<file path="src/rtl/tirq_pkg.sv">
package tirq_pkg;
  localparam int NSETS = 5;
  localparam int SET_W = 32;
  localparam int NLEV  = 16;
  localparam int LVL_W = 4;

  typedef enum logic [1:0] {
    K_PEND = 2'd0,
    K_EN   = 2'd1,
    K_CTRL = 2'd2,
    K_NONE = 2'd3
  } kind_e;

  // control word field positions
  localparam int CW_GEN  = 16;
  localparam int CW_LOW  = 17;
  localparam int CW_HIGH = 18;
  localparam int CW_VEC  = 20;

  // routing table: line = set*32 + bit; 0 means flat path
  function automatic logic [LVL_W-1:0] line_level(input int unsigned line);
    case (line)
      185, 184: line_level = 4'd15;
      190:      line_level = 4'd14;
      189:      line_level = 4'd13;
      50:       line_level = 4'd4;
      49:       line_level = 4'd3;
      59:       line_level = 4'd2;
      167, 160: line_level = 4'd1;
      default:  line_level = 4'd0;
    endcase
  endfunction
endpackage

</file>
<file path="src/rtl/tirq_set_bank.sv">
module tirq_set_bank #(
  parameter int SET_W = 32
) (
  input  logic             clk,
  input  logic             rst,
  input  logic [SET_W-1:0] pulse,
  input  logic             clr_we,
  input  logic             en_we,
  input  logic [SET_W-1:0] wdata,
  output logic [SET_W-1:0] pend_q,
  output logic [SET_W-1:0] en_q
);
  logic [SET_W-1:0] clr_mask;

  assign clr_mask = clr_we ? wdata : '0;

  always_ff @(posedge clk) begin
    if (rst) begin
      pend_q <= '0;
      en_q   <= '0;
    end else begin
      pend_q <= (pend_q & ~clr_mask) | pulse;
      if (en_we) en_q <= wdata;
    end
  end

  // a pulse always leaves its bit set, even against a clear
  p_pulse_sticks_r4: assert property (@(posedge clk) disable iff (rst)
    (pulse != '0) |=> ((pend_q & $past(pulse)) == $past(pulse)));

  // cleared bits without a pulse read 0
  p_clear_works_r3: assert property (@(posedge clk) disable iff (rst)
    clr_we |=> ((pend_q & $past(wdata) & ~$past(pulse)) == '0));

  // no bit drops without a clear write
  p_no_spurious_drop_r3: assert property (@(posedge clk) disable iff (rst)
    !clr_we |=> ((~pend_q & $past(pend_q)) == '0));
endmodule

</file>
<file path="src/rtl/tirq_prio_enc.sv">
module tirq_prio_enc #(
  parameter int NLEV  = 16,
  parameter int LVL_W = 4
) (
  input  logic [NLEV-1:0]  lvl_pend,
  output logic [LVL_W-1:0] vec
);
  always_comb begin
    vec = '0;
    for (int l = 1; l < NLEV; l++) begin
      if (lvl_pend[l]) vec = LVL_W'(l);
    end
  end
endmodule

</file>
<file path="src/rtl/tirq_ctrl.sv">
module tirq_ctrl #(
  parameter int NSETS = tirq_pkg::NSETS,
  parameter int SET_W = tirq_pkg::SET_W,
  parameter int NLEV  = tirq_pkg::NLEV,
  parameter int LVL_W = tirq_pkg::LVL_W,
  parameter int SEL_W = 3
) (
  input  logic                   clk,
  input  logic                   rst,
  input  logic [NSETS*SET_W-1:0] src_pulse,
  input  logic                   bus_wen,
  input  logic [SEL_W+1:0]       bus_addr,
  input  logic [SET_W-1:0]       bus_wdata,
  output logic [SET_W-1:0]       bus_rdata,
  output logic                   irq_high,
  output logic                   irq_low,
  output logic [LVL_W-1:0]       irq_vector
);
  import tirq_pkg::*;

  localparam int NSRC = NSETS * SET_W;

  kind_e            kind;
  logic [SEL_W-1:0] sel;
  logic             sel_ok;
  logic [NSRC-1:0]  pend_all;
  logic [NSRC-1:0]  en_all;
  logic [NLEV-1:0]  mask_q;
  logic             gen_q;
  logic [NLEV-1:0]  lvl_raw;
  logic [NLEV-1:0]  lvl_pend;
  logic             low_any;
  logic [LVL_W-1:0] vec_c;

  assign kind   = kind_e'(bus_addr[SEL_W+1:SEL_W]);
  assign sel    = bus_addr[SEL_W-1:0];
  assign sel_ok = (sel >= SEL_W'(1)) && (sel <= SEL_W'(NSETS));

  generate
    for (genvar s = 0; s < NSETS; s++) begin : g_set
      logic hit;
      assign hit = bus_wen && (sel == SEL_W'(s + 1));
      tirq_set_bank #(.SET_W(SET_W)) u_bank (
        .clk    (clk),
        .rst    (rst),
        .pulse  (src_pulse[s*SET_W +: SET_W]),
        .clr_we (hit && (kind == K_PEND)),
        .en_we  (hit && (kind == K_EN)),
        .wdata  (bus_wdata),
        .pend_q (pend_all[s*SET_W +: SET_W]),
        .en_q   (en_all[s*SET_W +: SET_W])
      );
    end
  endgenerate

  always_ff @(posedge clk) begin
    if (rst) begin
      mask_q <= '0;
      gen_q  <= 1'b0;
    end else if (bus_wen && kind == K_CTRL) begin
      mask_q <= bus_wdata[NLEV-1:0];
      gen_q  <= bus_wdata[CW_GEN];
    end
  end

  // route every source by the fixed table
  always_comb begin
    lvl_raw = '0;
    low_any = 1'b0;
    for (int i = 0; i < NSRC; i++) begin
      if (line_level(i + SET_W) != '0)
        lvl_raw[line_level(i + SET_W)] = lvl_raw[line_level(i + SET_W)] | pend_all[i];
      else
        low_any = low_any | (pend_all[i] & en_all[i]);
    end
  end

  assign lvl_pend = lvl_raw & mask_q;

  tirq_prio_enc #(.NLEV(NLEV), .LVL_W(LVL_W)) u_enc (
    .lvl_pend (lvl_pend),
    .vec      (vec_c)
  );

  always_ff @(posedge clk) begin
    if (rst) begin
      irq_high   <= 1'b0;
      irq_low    <= 1'b0;
      irq_vector <= '0;
    end else begin
      irq_high   <= gen_q & (|lvl_pend);
      irq_low    <= gen_q & low_any;
      irq_vector <= vec_c;
    end
  end

  // register read path
  logic [SET_W-1:0] pend_sel, en_sel, ctrl_word;

  always_comb begin
    pend_sel = '0;
    en_sel   = '0;
    for (int s = 0; s < NSETS; s++) begin
      if (sel == SEL_W'(s + 1)) begin
        pend_sel = pend_all[s*SET_W +: SET_W];
        en_sel   = en_all[s*SET_W +: SET_W];
      end
    end
    ctrl_word = '0;
    ctrl_word[NLEV-1:0]            = mask_q;
    ctrl_word[CW_GEN]              = gen_q;
    ctrl_word[CW_LOW]              = irq_low;
    ctrl_word[CW_HIGH]             = irq_high;
    ctrl_word[CW_VEC +: LVL_W]     = irq_vector;
  end

  always_ff @(posedge clk) begin
    if (rst) begin
      bus_rdata <= '0;
    end else begin
      case (kind)
        K_PEND:  bus_rdata <= sel_ok ? pend_sel : '0;
        K_EN:    bus_rdata <= sel_ok ? en_sel : '0;
        K_CTRL:  bus_rdata <= ctrl_word;
        default: bus_rdata <= '0;
      endcase
    end
  end

  // global enable off silences both lines on the next cycle
  p_gate_off_r8: assert property (@(posedge clk) disable iff (rst)
    !gen_q |=> (!irq_high && !irq_low));

  // a high request always comes with a nonzero vector
  p_vec_with_high_r9: assert property (@(posedge clk) disable iff (rst)
    irq_high |-> (irq_vector != '0));

  // a nonzero vector names a level whose mask bit was set
  p_vec_masked_r6: assert property (@(posedge clk) disable iff (rst)
    1'b1 |=> ((irq_vector == '0) || ((($past(mask_q) >> irq_vector) & NLEV'(1)) != '0)));
endmodule

</file>
<file path="config.mk">
export PLATFORM = sky130hd
export DESIGN_NAME = tirq_ctrl
export DESIGN_NICKNAME = d
export VERILOG_FILES = /design/src/rtl/tirq_pkg.sv /design/src/rtl/tirq_set_bank.sv /design/src/rtl/tirq_prio_enc.sv /design/src/rtl/tirq_ctrl.sv
export SDC_FILE = /design/constraint.sdc
export NUM_CORES = 1
export LEC_CHECK = 0
export ABC_CLOCK_PERIOD_IN_PS = 4340
export BUFFER_PORTS_ARGS = -buffer_cell sky130_fd_sc_hd__buf_2
export CAP_MARGIN = 30
export CORE_UTILIZATION = 35
export CTS_CLUSTER_SIZE = 12
export DETAILED_ROUTE_END_ITERATION = 8
export GPL_TIMING_DRIVEN = 0
export SETUP_SLACK_MARGIN = 0.2
export SLEW_MARGIN = 10
export SYNTH_ARGS = -nofsm -noshare
export SYNTH_HDL_FRONTEND = slang
export SYNTH_SLANG_ARGS = --single-unit
</file>
<file path="constraint.sdc">
create_clock -name clk -period 4.34 [get_ports clk]
set_clock_uncertainty 0.2 [all_clocks]
set_input_delay 0.868 -clock clk [delete_from_list [all_inputs] [get_ports clk]]
set_output_delay 0.868 -clock clk [all_outputs]
set_load 0.03 [all_outputs]
</file>
==> results of run 1 <==
-- routing by layer --
| layer | GRT usage, % | vias to the layer above | part of all wire (%) |
|---|---|---|---|
| met1 | 53.0 | 9188 | 42 |
| met4 | 22.9 | 0 | 6.3 |
| met3 | 6.08 | 242 | 8.4 |
| li1 | - | 8013 | - |
| met2 | 62.0 | 1135 | 44 |
| met5 | 0 | - | 0 |
-- through the flow --
step                      cells  hold WS, ns  power (mW)  instance area [sq um]  util (%)
after floorplan            2127        0.225        4.17                  16500         -
after global placement     2954        0.242        4.69                  18300      39.4
after detailed placement   2958        0.248        4.70                  18400      39.6
after CTS                  3038        0.257        8.72                  20000      43.0
after global routing       3040        0.277        8.93                  20000      43.0
final                      3043        0.260        8.75                  20000      43.0
-- state kept, by name, summed over array words and instances (netlist names) --
name and flops:
g_set.u_bank.en_q 160, g_set.u_bank.pend_q 160, bus_rdata 32, mask_q 16
irq_vector 4, gen_q 1, irq_high 1, irq_low 1
-- power by group through the flow --
| stage | clock network (mW) | logic (mW) | registers (mW) |
|---|---|---|---|
| finish | 4.08 | 0.877 | 3.80 |
| global route | 4.23 | 0.914 | 3.79 |
| CTS | 4.09 | 0.848 | 3.78 |
| detailed placement | 0 | 0.845 | 3.86 |
| global placement | 0 | 0.831 | 3.85 |
| floorplan | 0 | 0.431 | 3.74 |
-- layout by cell type, fill, tap and decap left out, drive strengths merged, types with 3 or more instances in the layout --
cell      n
nor2    170
nor3     13
a21o     19
nor4      6
nand2b    5
a22oi    73
buf     302
mux2     37
o22ai    76
dfxtp   375
a221oi   37
diode     3
nor2b     7
or2       3
a32o     20
mux2i    27
and3      5
nand4    12
bufinv    7
o21a      3
clkbuf  185
o21ai    16
nand3     3
a21oi   435
a22o     34
clkinv    8
nand2   534
-- cells by family after synthesis --
| kind of cell | synth area share (%) |
|---|---|
| buffers and inverters | 5.14 |
| and+or+nand+nor | 18.5 |
| DFF | 45.6 |
| AOI/OAI and AO/OA | 26.6 |
| muxes | 4.17 |
-- worst min-delay path by stage --
stage / startpoint / cells after the start / slack, ns / end
detailed placement: g_set[0].u_bank.en_q[17]$_SDFFE_PP0P_ / 2 / 0.25 / g_set[0].u_bank.en_q[17]$_SDFFE_PP0P_
global route: gen_q$_SDFFE_PP0P_ / 2 / 0.28 / gen_q$_SDFFE_PP0P_
finish: mask_q[0]$_SDFFE_PP0P_ / 2 / 0.26 / mask_q[0]$_SDFFE_PP0P_
global placement: g_set[0].u_bank.en_q[17]$_SDFFE_PP0P_ / 2 / 0.24 / g_set[0].u_bank.en_q[17]$_SDFFE_PP0P_
CTS: g_set[0].u_bank.en_q[17]$_SDFFE_PP0P_ / 2 / 0.26 / g_set[0].u_bank.en_q[17]$_SDFFE_PP0P_
floorplan: mask_q[0]$_SDFFE_PP0P_ / 2 / 0.22 / bus_rdata[0]$_SDFF_PP0_
-- area by class of cell --
| cell class | instances | area (sq um) | area share [%] |
|---|---|---|---|
| Sequential cell | 375 | 7510 | 37.5 |
| Multi-Input combinational cell | 1554 | 8120 | 40.6 |
| Clock buffer | 65 | 1300 | 6.51 |
| Antenna cell | 3 | 7.51 | 0.0375 |
| Clock inverter | 15 | 273 | 1.36 |
| Timing Repair Buffer | 226 | 1180 | 5.88 |
| Tap cell | 607 | 759 | 3.80 |
| Inverter | 2 | 7.51 | 0.0375 |
| Buffer | 196 | 841 | 4.21 |
-- worst max-delay path, cell delays in order --
cell      delay, ns
buf_2          0.15
buf_2          0.20
nand2b_1       0.13
clkbuf_1       0.56
clkbuf_1       0.72
o22ai_1        0.20
a21oi_1        0.48
o22ai_1        0.19
==> results.sh, run 1 <==
export IMPL_status="finished clean"
export IMPL_netlist_top_cells_area="dfxtp_1 (46%), a21oi_1 (13%), nand2_1 (12%)"
export IMPL_finalWorstPathRequiredPeriod_ns=3.29
export IMPL_critPathLaunch="bus_addr[2]"
export IMPL_slew_headroom_pct=22.0
export IMPL_drive_gt1_share_pct=17.1
export IMPL_worstPathRequired_ns=4.56
export IMPL_port_buffers=220
export IMPL_yosysMostFrequentCell="nand2_1"
export IMPL_cts_sinks=375
export IMPL_synth_edff_count=0
export IMPL_cts_tree="done"
export IMPL_start_kind="input pin"
export IMPL_fp_coreArea_sq_um=46500
export IMPL_ys_seq_area_share_pct=45.6
export IMPL_ioPinCount=238
export IMPL_area_growth_pct=21.4
export IMPL_switching_power_mw=2.40
export IMPL_setup_viol=0
export IMPL_crit_path_max_fanout=10
export IMPL_synth_cell_type_count=46
export IMPL_detail_route_vias_per_cell=6.11
export IMPL_std_cell_rows=79
export IMPL_insertion_delay_ns=0.60
export IMPL_tightest_slew_ns=1.17
export IMPL_crit_type="input pin to register"
export IMPL_hold_viol_final=0
export IMPL_min_period_over_period_pct=75.8
export IMPL_numCtsBuffers=44
export IMPL_wl_per_cell_microns=31.9
export IMPL_p_per_area_nw_per_um2=438
export IMPL_die_height_microns=219
export IMPL_clkPwrFrac_pct=46.6
export IMPL_dpl_hpwl_mm=76.1
export IMPL_die_area_sq_um=47900
export IMPL_synth_commonest_cells="nand2_1 (534), a21oi_1 (435), dfxtp_1 (375)"
export IMPL_floorplan_die_width_microns=219
export IMPL_num_vias=18600
export IMPL_ys_flop_type="dfxtp_1"
export IMPL_synth_area_per_cell_sq_um=7.74
export IMPL_grt_pass1_wl_mm=132
export IMPL_first_pass_iters=6
export IMPL_fillers=4826
export IMPL_arrival_ns=3.51
export IMPL_syn_inst=2127
export IMPL_fin_nets=2599
export IMPL_hold_path_class="register to register"
export IMPL_grt_setup_unrepaired="false"
export IMPL_start_util_pct=35.4
export IMPL_reg2regPathDepth=5
export IMPL_gp_congestion=1.01
export IMPL_yosys_warnings=0
export IMPL_post_cts_resized=0
export IMPL_async_flop_share_pct=0
export IMPL_endpoint_kind="register"
export IMPL_fin_ws_ns=1.05
export IMPL_ff2ff_setup_slack_ns=1.61
export IMPL_p_sw_share_pct=27.5
export IMPL_hold_buffers=0
export IMPL_cap_viol_max_count=0
export IMPL_cts_setup_buffers=0
export IMPL_root_buffer="clkbuf_16"
export IMPL_clk_pin_slew_ns=0.06
export IMPL_post_place_ws_ns=0.626
export IMPL_syn_num_nets=2327
export IMPL_antenna_found_initial=6
export IMPL_drcViolationCount=0
export IMPL_clk_path_buf_depth=3
export IMPL_ir_drop_uv=355
export IMPL_grt_pass1_vias=17200
export IMPL_grt_max_degree=13
export IMPL_timing_rr_start="g_set[0].u_bank.pend_q[23]$_SDFF_PP0_"
export IMPL_synth_top_area_share_pct=45.6
export IMPL_maxSlewViolCount=0
export IMPL_postRouteWirelength_mm=97.1
export IMPL_drt_first_iter_violations=2275
export IMPL_comb_power_share_pct=10.0
export IMPL_max_freq_mhz=304
export IMPL_grt_overflow_total=0
export IMPL_h_tree_depth=2
export IMPL_rr_endpoint="irq_low$_SDFF_PP0_"
export IMPL_power_leakage_nw=7.55
export IMPL_seqPwrFrac_pct=43.4
export IMPL_ant_nets=0
export IMPL_finalSetupTns_ns=0
export IMPL_grtUsageTotal_pct=40.1
export IMPL_synth_cell_area_sq_um=16500
export IMPL_synth_largest_area_cell="dfxtp_1"
export IMPL_worstSetupEndpoint="bus_rdata[16]$_SDFF_PP0_"
export IMPL_internal_power_mw=6.35
export IMPL_synth_seq_cells=375
Note: power is estimated with default switching activity, not from simulation.
==> run 2: changes to the inputs <==
--- a/config.mk
+++ b/config.mk
@@ -5,7 +5,7 @@
 export SDC_FILE = /design/constraint.sdc
 export NUM_CORES = 1
 export LEC_CHECK = 0
-export ABC_CLOCK_PERIOD_IN_PS = 4340
+export ABC_CLOCK_PERIOD_IN_PS = 3100
 export BUFFER_PORTS_ARGS = -buffer_cell sky130_fd_sc_hd__buf_2
 export CAP_MARGIN = 30
 export CORE_UTILIZATION = 35
==> constraint.sdc (replaced) <==
create_clock -name clk -period 3.1 [get_ports clk]
set_clock_uncertainty 0.2 [all_clocks]
set_input_delay 0.62 -clock clk [delete_from_list [all_inputs] [get_ports clk]]
set_output_delay 0.62 -clock clk [all_outputs]
set_load 0.03 [all_outputs]
==> results.sh, run 2 (synthesis gave the netlist of run 1 again) <==
export IMPL_fp_coreArea_sq_um=46500
export IMPL_arrival_ns=3.03
export IMPL_grtUsageTotal_pct=40.1
export IMPL_post_place_ws_ns=-0.366
export IMPL_crit_path_max_fanout=10
export IMPL_met2_usage_pct=62.0
export IMPL_power_leakage_nw=7.56
export IMPL_die_area_sq_um=47900
export IMPL_grt_use_met1_pct=53.0
export IMPL_area_growth_pct=21.4
export IMPL_hold_end="g_set[2].u_bank.pend_q[4]$_SDFF_PP0_"
export IMPL_finalWorstPathRequiredPeriod_ns=2.77
export IMPL_fin_ws_ns=0.330
export IMPL_slowest_delay_ns=0.77
export IMPL_hold_buffers=0
export IMPL_finalPower_mw=12.3
export IMPL_cts_sinks=375
export IMPL_ioPinCount=238
export IMPL_numCtsBuffers=44
export IMPL_clk_pin_slew_ns=0.06
export IMPL_hold_path_class="input pin to register"
export IMPL_grt_pass1_vias=17200
export IMPL_postRouteWirelength_mm=97.1
export IMPL_first_pass_iters=6
export IMPL_num_vias=18500
export IMPL_floorplan_die_width_microns=219
export IMPL_detail_route_vias_per_cell=6.09
export IMPL_p_per_area_nw_per_um2=613
export IMPL_insertion_delay_ns=0.60
export IMPL_reg_top3="g_set.u_bank.en_q: 160 flops, g_set.u_bank.pend_q: 160 flops, bus_rdata: 32 flops"
export IMPL_start_kind="input pin"
export IMPL_min_period_over_period_pct=89.3
export IMPL_hold_viol_final=0
export IMPL_hold_path_startpoint="src_pulse[68]"
export IMPL_critPathSlowestCell="clkbuf_1"
export IMPL_crit_family="buffers and inverters"
export IMPL_root_buffer="clkbuf_16"
export IMPL_cap_viol_max_count=0
export IMPL_cp_cell_sequence="buf_2 -> clkbuf_1 -> clkbuf_1 -> clkbuf_1 -> buf_8 -> nor2_1"
export IMPL_setup_viol=0
export IMPL_reg2regPathDepth=5
export IMPL_ir_drop_uv=497
export IMPL_grt_pass1_wl_mm=132
export IMPL_maxSlewViolCount=0
export IMPL_grt_max_degree=13
export IMPL_port_buffers=220
export IMPL_layout_commonest_cell="nand2_1"
export IMPL_tightest_slew_ns=1.09
export IMPL_endpoint_kind="register"
export IMPL_dpl_hpwl_mm=76.1
export IMPL_drt_first_iter_violations=2295
export IMPL_cts_setup_buffers=0
export IMPL_grt_overflow_total=0
export IMPL_cp_common_cell="clkbuf_1"
export IMPL_std_cell_rows=79
export IMPL_status="finished clean"
export IMPL_path_buf_inv=5
export IMPL_start_util_pct=35.4
export IMPL_timing_rr_start="g_set[0].u_bank.pend_q[23]$_SDFF_PP0_"
export IMPL_clk_path_buf_depth=3
export IMPL_use_met3_pct=6.08
export IMPL_gp_congestion=1.01
export IMPL_ant_nets=0
export IMPL_ff2ff_setup_slack_ns=0.36
export IMPL_cts_tree="done"
export IMPL_rr_endpoint="irq_low$_SDFF_PP0_"
export IMPL_min_path_cells=3
export IMPL_antenna_found_initial=6
export IMPL_fillers=4825
export IMPL_die_height_microns=219
export IMPL_worstPathRequired_ns=3.36
export IMPL_max_freq_mhz=361
export IMPL_fin_nets=2599
export IMPL_wl_per_cell_microns=31.9
export IMPL_slew_headroom_pct=26.8
export IMPL_drcViolationCount=0
export IMPL_busiest_layer="met2"
export IMPL_post_cts_resized=0
export IMPL_drive_gt1_share_pct=17.1
export IMPL_grt_setup_unrepaired="false"
export IMPL_final_cell_mix="nand2_1 (534), a21oi_1 (435), dfxtp_1 (375)"
export IMPL_h_tree_depth=2
export IMPL_crit_type="input pin to register"
## run 2: metrics by stage
stage               std cells  hold WS (ns)  cell area (sq um)  setup TNS [ns]  utilization [%]
floorplan                2127         0.225              16500               0                -
global placement         2954         0.242              18300          -50.16             39.4
detailed placement       2958         0.248              18400          -13.18             39.6
CTS                      3038        0.0223              20000               0             43.0
global route             3040        0.0395              20000               0             43.0
finish                   3043        0.0260              20000               0             43.0
## run 2: report_power, final
group          internal, mW  switching (mW)  leakage, nW
combinational         0.381           0.847         3.71
sequential             5.01           0.310         3.08
clock                  3.50            2.21        0.771
## run 2: routing by layer
metal  wire (microns)  vias to the layer above
met1            40600                     9160
met3             8140                      237
met2            42300                     1135
met5                0                        -
li1                 -                     8010
met4             6090                        0
## run 2: worst max path at each step
stage | from | to | depth (start not counted)
finish | rst | g_set[1].u_bank.pend_q[29]$_SDFF_PP0_ | 6
global route | rst | g_set[1].u_bank.pend_q[29]$_SDFF_PP0_ | 6
CTS | bus_addr[2] | bus_rdata[16]$_SDFF_PP0_ | 8
detailed placement | bus_addr[2] | bus_rdata[16]$_SDFF_PP0_ | 8
global placement | bus_addr[2] | g_set[1].u_bank.pend_q[25]$_SDFF_PP0_ | 8
floorplan | bus_addr[4] | g_set[1].u_bank.en_q[11]$_SDFFE_PP0P_ | 8
## run 2: layout make-up
class | count | area, sq um | area share (%)
antenna | 3 | 7.51 | 0.0375
buffer | 196 | 842 | 4.21
clock buffer | 65 | 1300 | 6.51
clock inverter | 15 | 273 | 1.36
inverter | 2 | 7.51 | 0.0375
multi-input combinational | 1554 | 8120 | 40.6
sequential | 375 | 7510 | 37.5
tap | 607 | 759 | 3.80
timing repair buffer | 226 | 1180 | 5.88
## run 2: worst min-delay path: stages
cell	delay, ns
buf_2	0.07
a21oi_1	0.03
nor2_1	0.06
==> run 3: changes to the inputs <==
--- a/config.mk
+++ b/config.mk
@@ -8,6 +8,7 @@
 export ABC_CLOCK_PERIOD_IN_PS = 3100
 export BUFFER_PORTS_ARGS = -buffer_cell sky130_fd_sc_hd__buf_2
 export CAP_MARGIN = 30
+export CORE_MARGIN = 8
 export CORE_UTILIZATION = 35
 export CTS_CLUSTER_SIZE = 12
 export DETAILED_ROUTE_END_ITERATION = 8
==> results.sh, run 3 (synthesis gave the netlist of run 1 again) <==
export IMPL_status="finished clean"
export IMPL_ir_drop_uv=503
export IMPL_port_buffers=220
export IMPL_detail_route_vias_per_cell=6.04
export IMPL_clk_pin_slew_ns=0.06
export IMPL_maxSlewViolCount=0
export IMPL_cts_tree="done"
export IMPL_ant_nets=0
export IMPL_cts_setup_buffers=0
export IMPL_p_per_area_nw_per_um2=595
export IMPL_crit_type="input pin to register"
export IMPL_drive_gt1_share_pct=17.0
export IMPL_num_antenna_cells=0
export IMPL_tightest_slew_ns=1.15
export IMPL_grtUsageTotal_pct=36.1
export IMPL_max_freq_mhz=340
export IMPL_finalWorstPathRequiredPeriod_ns=2.94
export IMPL_ioPinCount=238
export IMPL_hold_path_class="input pin to register"
export IMPL_cts_sinks=375
export IMPL_grt_pass1_wl_mm=138
export IMPL_first_pass_iters=5
export IMPL_worstPathRequired_ns=3.33
export IMPL_drcViolationCount=0
export IMPL_crit_path_max_fanout=10
export IMPL_endpoint_kind="register"
export IMPL_std_cell_rows=79
export IMPL_gp_congestion=1.02
export IMPL_grt_pass1_vias=17500
export IMPL_grt_max_degree=13
export IMPL_insertion_delay_ns=0.58
export IMPL_routed_top_layer="met5"
export IMPL_floorplan_die_width_microns=233
export IMPL_final_cell_area_sq_um=19800
export IMPL_final_cells=3033
export IMPL_postRouteWirelength_mm=101
export IMPL_antenna_found_initial=4
export IMPL_slowest_delay_ns=0.76
export IMPL_power_leakage_nw=7.49
export IMPL_die_area_sq_um=54200
export IMPL_setup_viol=0
export IMPL_grt_overflow_total=0
export IMPL_num_vias=18300
export IMPL_finalSetupTns_ns=0
export IMPL_final_cell_mix="nand2_1 (534), a21oi_1 (435), dfxtp_1 (375)"
export IMPL_drt_met1_wl_mm=41.4
export IMPL_dp_cells=2958
export IMPL_start_kind="input pin"
export IMPL_whs_ns=0.0459
export IMPL_path_buf_inv=4
export IMPL_fin_nets=2598
export IMPL_crit_family="buffers and inverters"
export IMPL_dpl_cell_area_sq_um=18400
export IMPL_clk_path_buf_depth=3
export IMPL_dpl_hpwl_mm=80.3
export IMPL_cap_viol_max_count=0
export IMPL_grt_setup_unrepaired="false"
export IMPL_arrival_ns=3.18
export IMPL_root_buffer="clkbuf_16"
export IMPL_post_place_ws_ns=-0.365
export IMPL_finalPower_mw=11.8
export IMPL_drt_first_iter_violations=2086
export IMPL_numCtsBuffers=43
export IMPL_final_util_pct=42.7
export IMPL_hold_viol_final=0
export IMPL_wl_met3_mm=8.90
export IMPL_slew_headroom_pct=23.1
export IMPL_critPathSlowestCell="clkbuf_1"
export IMPL_fp_coreArea_sq_um=46500
export IMPL_cp_cell_sequence="buf_2 -> buf_2 -> nand2b_1 -> clkbuf_1 -> clkbuf_1 -> o22ai_1 -> a21oi_1 -> o22ai_1"
export IMPL_fin_ws_ns=0.160
export IMPL_area_growth_pct=20.6
export IMPL_wl_per_cell_microns=33.4
export IMPL_die_height_microns=233
export IMPL_layout_commonest_cell="nand2_1"
export IMPL_start_util_pct=35.4
export IMPL_route_met2_wl_mm=44.5
export IMPL_min_period_over_period_pct=94.9
export IMPL_h_tree_depth=2
export IMPL_reg_top3="g_set.u_bank.en_q: 160 flops, g_set.u_bank.pend_q: 160 flops, bus_rdata: 32 flops"
run 3: metal layers:
metal / vias up / GRT usage [%]
li1: 7985 / -
met1: 8983 / 47.0
met2: 1076 / 56.2
met3: 257 / 6.78
met4: 6 / 19.6
met5: - / 0
run 3: cell type report:
type / instances / area [sq um]
Sequential cell: 375 / 7510
Multi-Input combinational cell: 1554 / 8120
Timing Repair Buffer: 226 / 1180
Buffer: 196 / 842
Clock buffer: 62 / 1290
Tap cell: 607 / 759
Inverter: 2 / 7.51
Clock inverter: 11 / 140
Fill cell: 4879 / 26600
run 3: what timing repair did:
item,in CTS,in global routing
hold endpoints to repair,0,0
gates resized for setup,0,1
hold buffers,0,0
endpoints found under the setup margin,0,20
run 3: worst paths after layout:
path | from | endpoint | slack [ns] | cells past startpoint
worst min register to register | mask_q[7]$_SDFFE_PP0P_ | mask_q[7]$_SDFFE_PP0P_ | 0.26 | 2
worst max register to register | g_set[0].u_bank.en_q[23]$_SDFFE_PP0P_ | irq_low$_SDFF_PP0_ | 0.34 | 5
worst max-delay path | bus_addr[2] | bus_rdata[16]$_SDFF_PP0_ | 0.16 | 8
worst min-delay path | src_pulse[72] | g_set[2].u_bank.pend_q[8]$_SDFF_PP0_ | 0.05 | 3
run 3: worst min-delay path, stage by stage:
cell,delay [ns]
buf_2,0.07
a21oi_1,0.03
nor2_1,0.06
run 3: report_power, final:
group | switching [mW] | internal, mW
Combinational | 0.855 | 0.382
Sequential | 0.315 | 5.01
Clock | 2.13 | 3.13
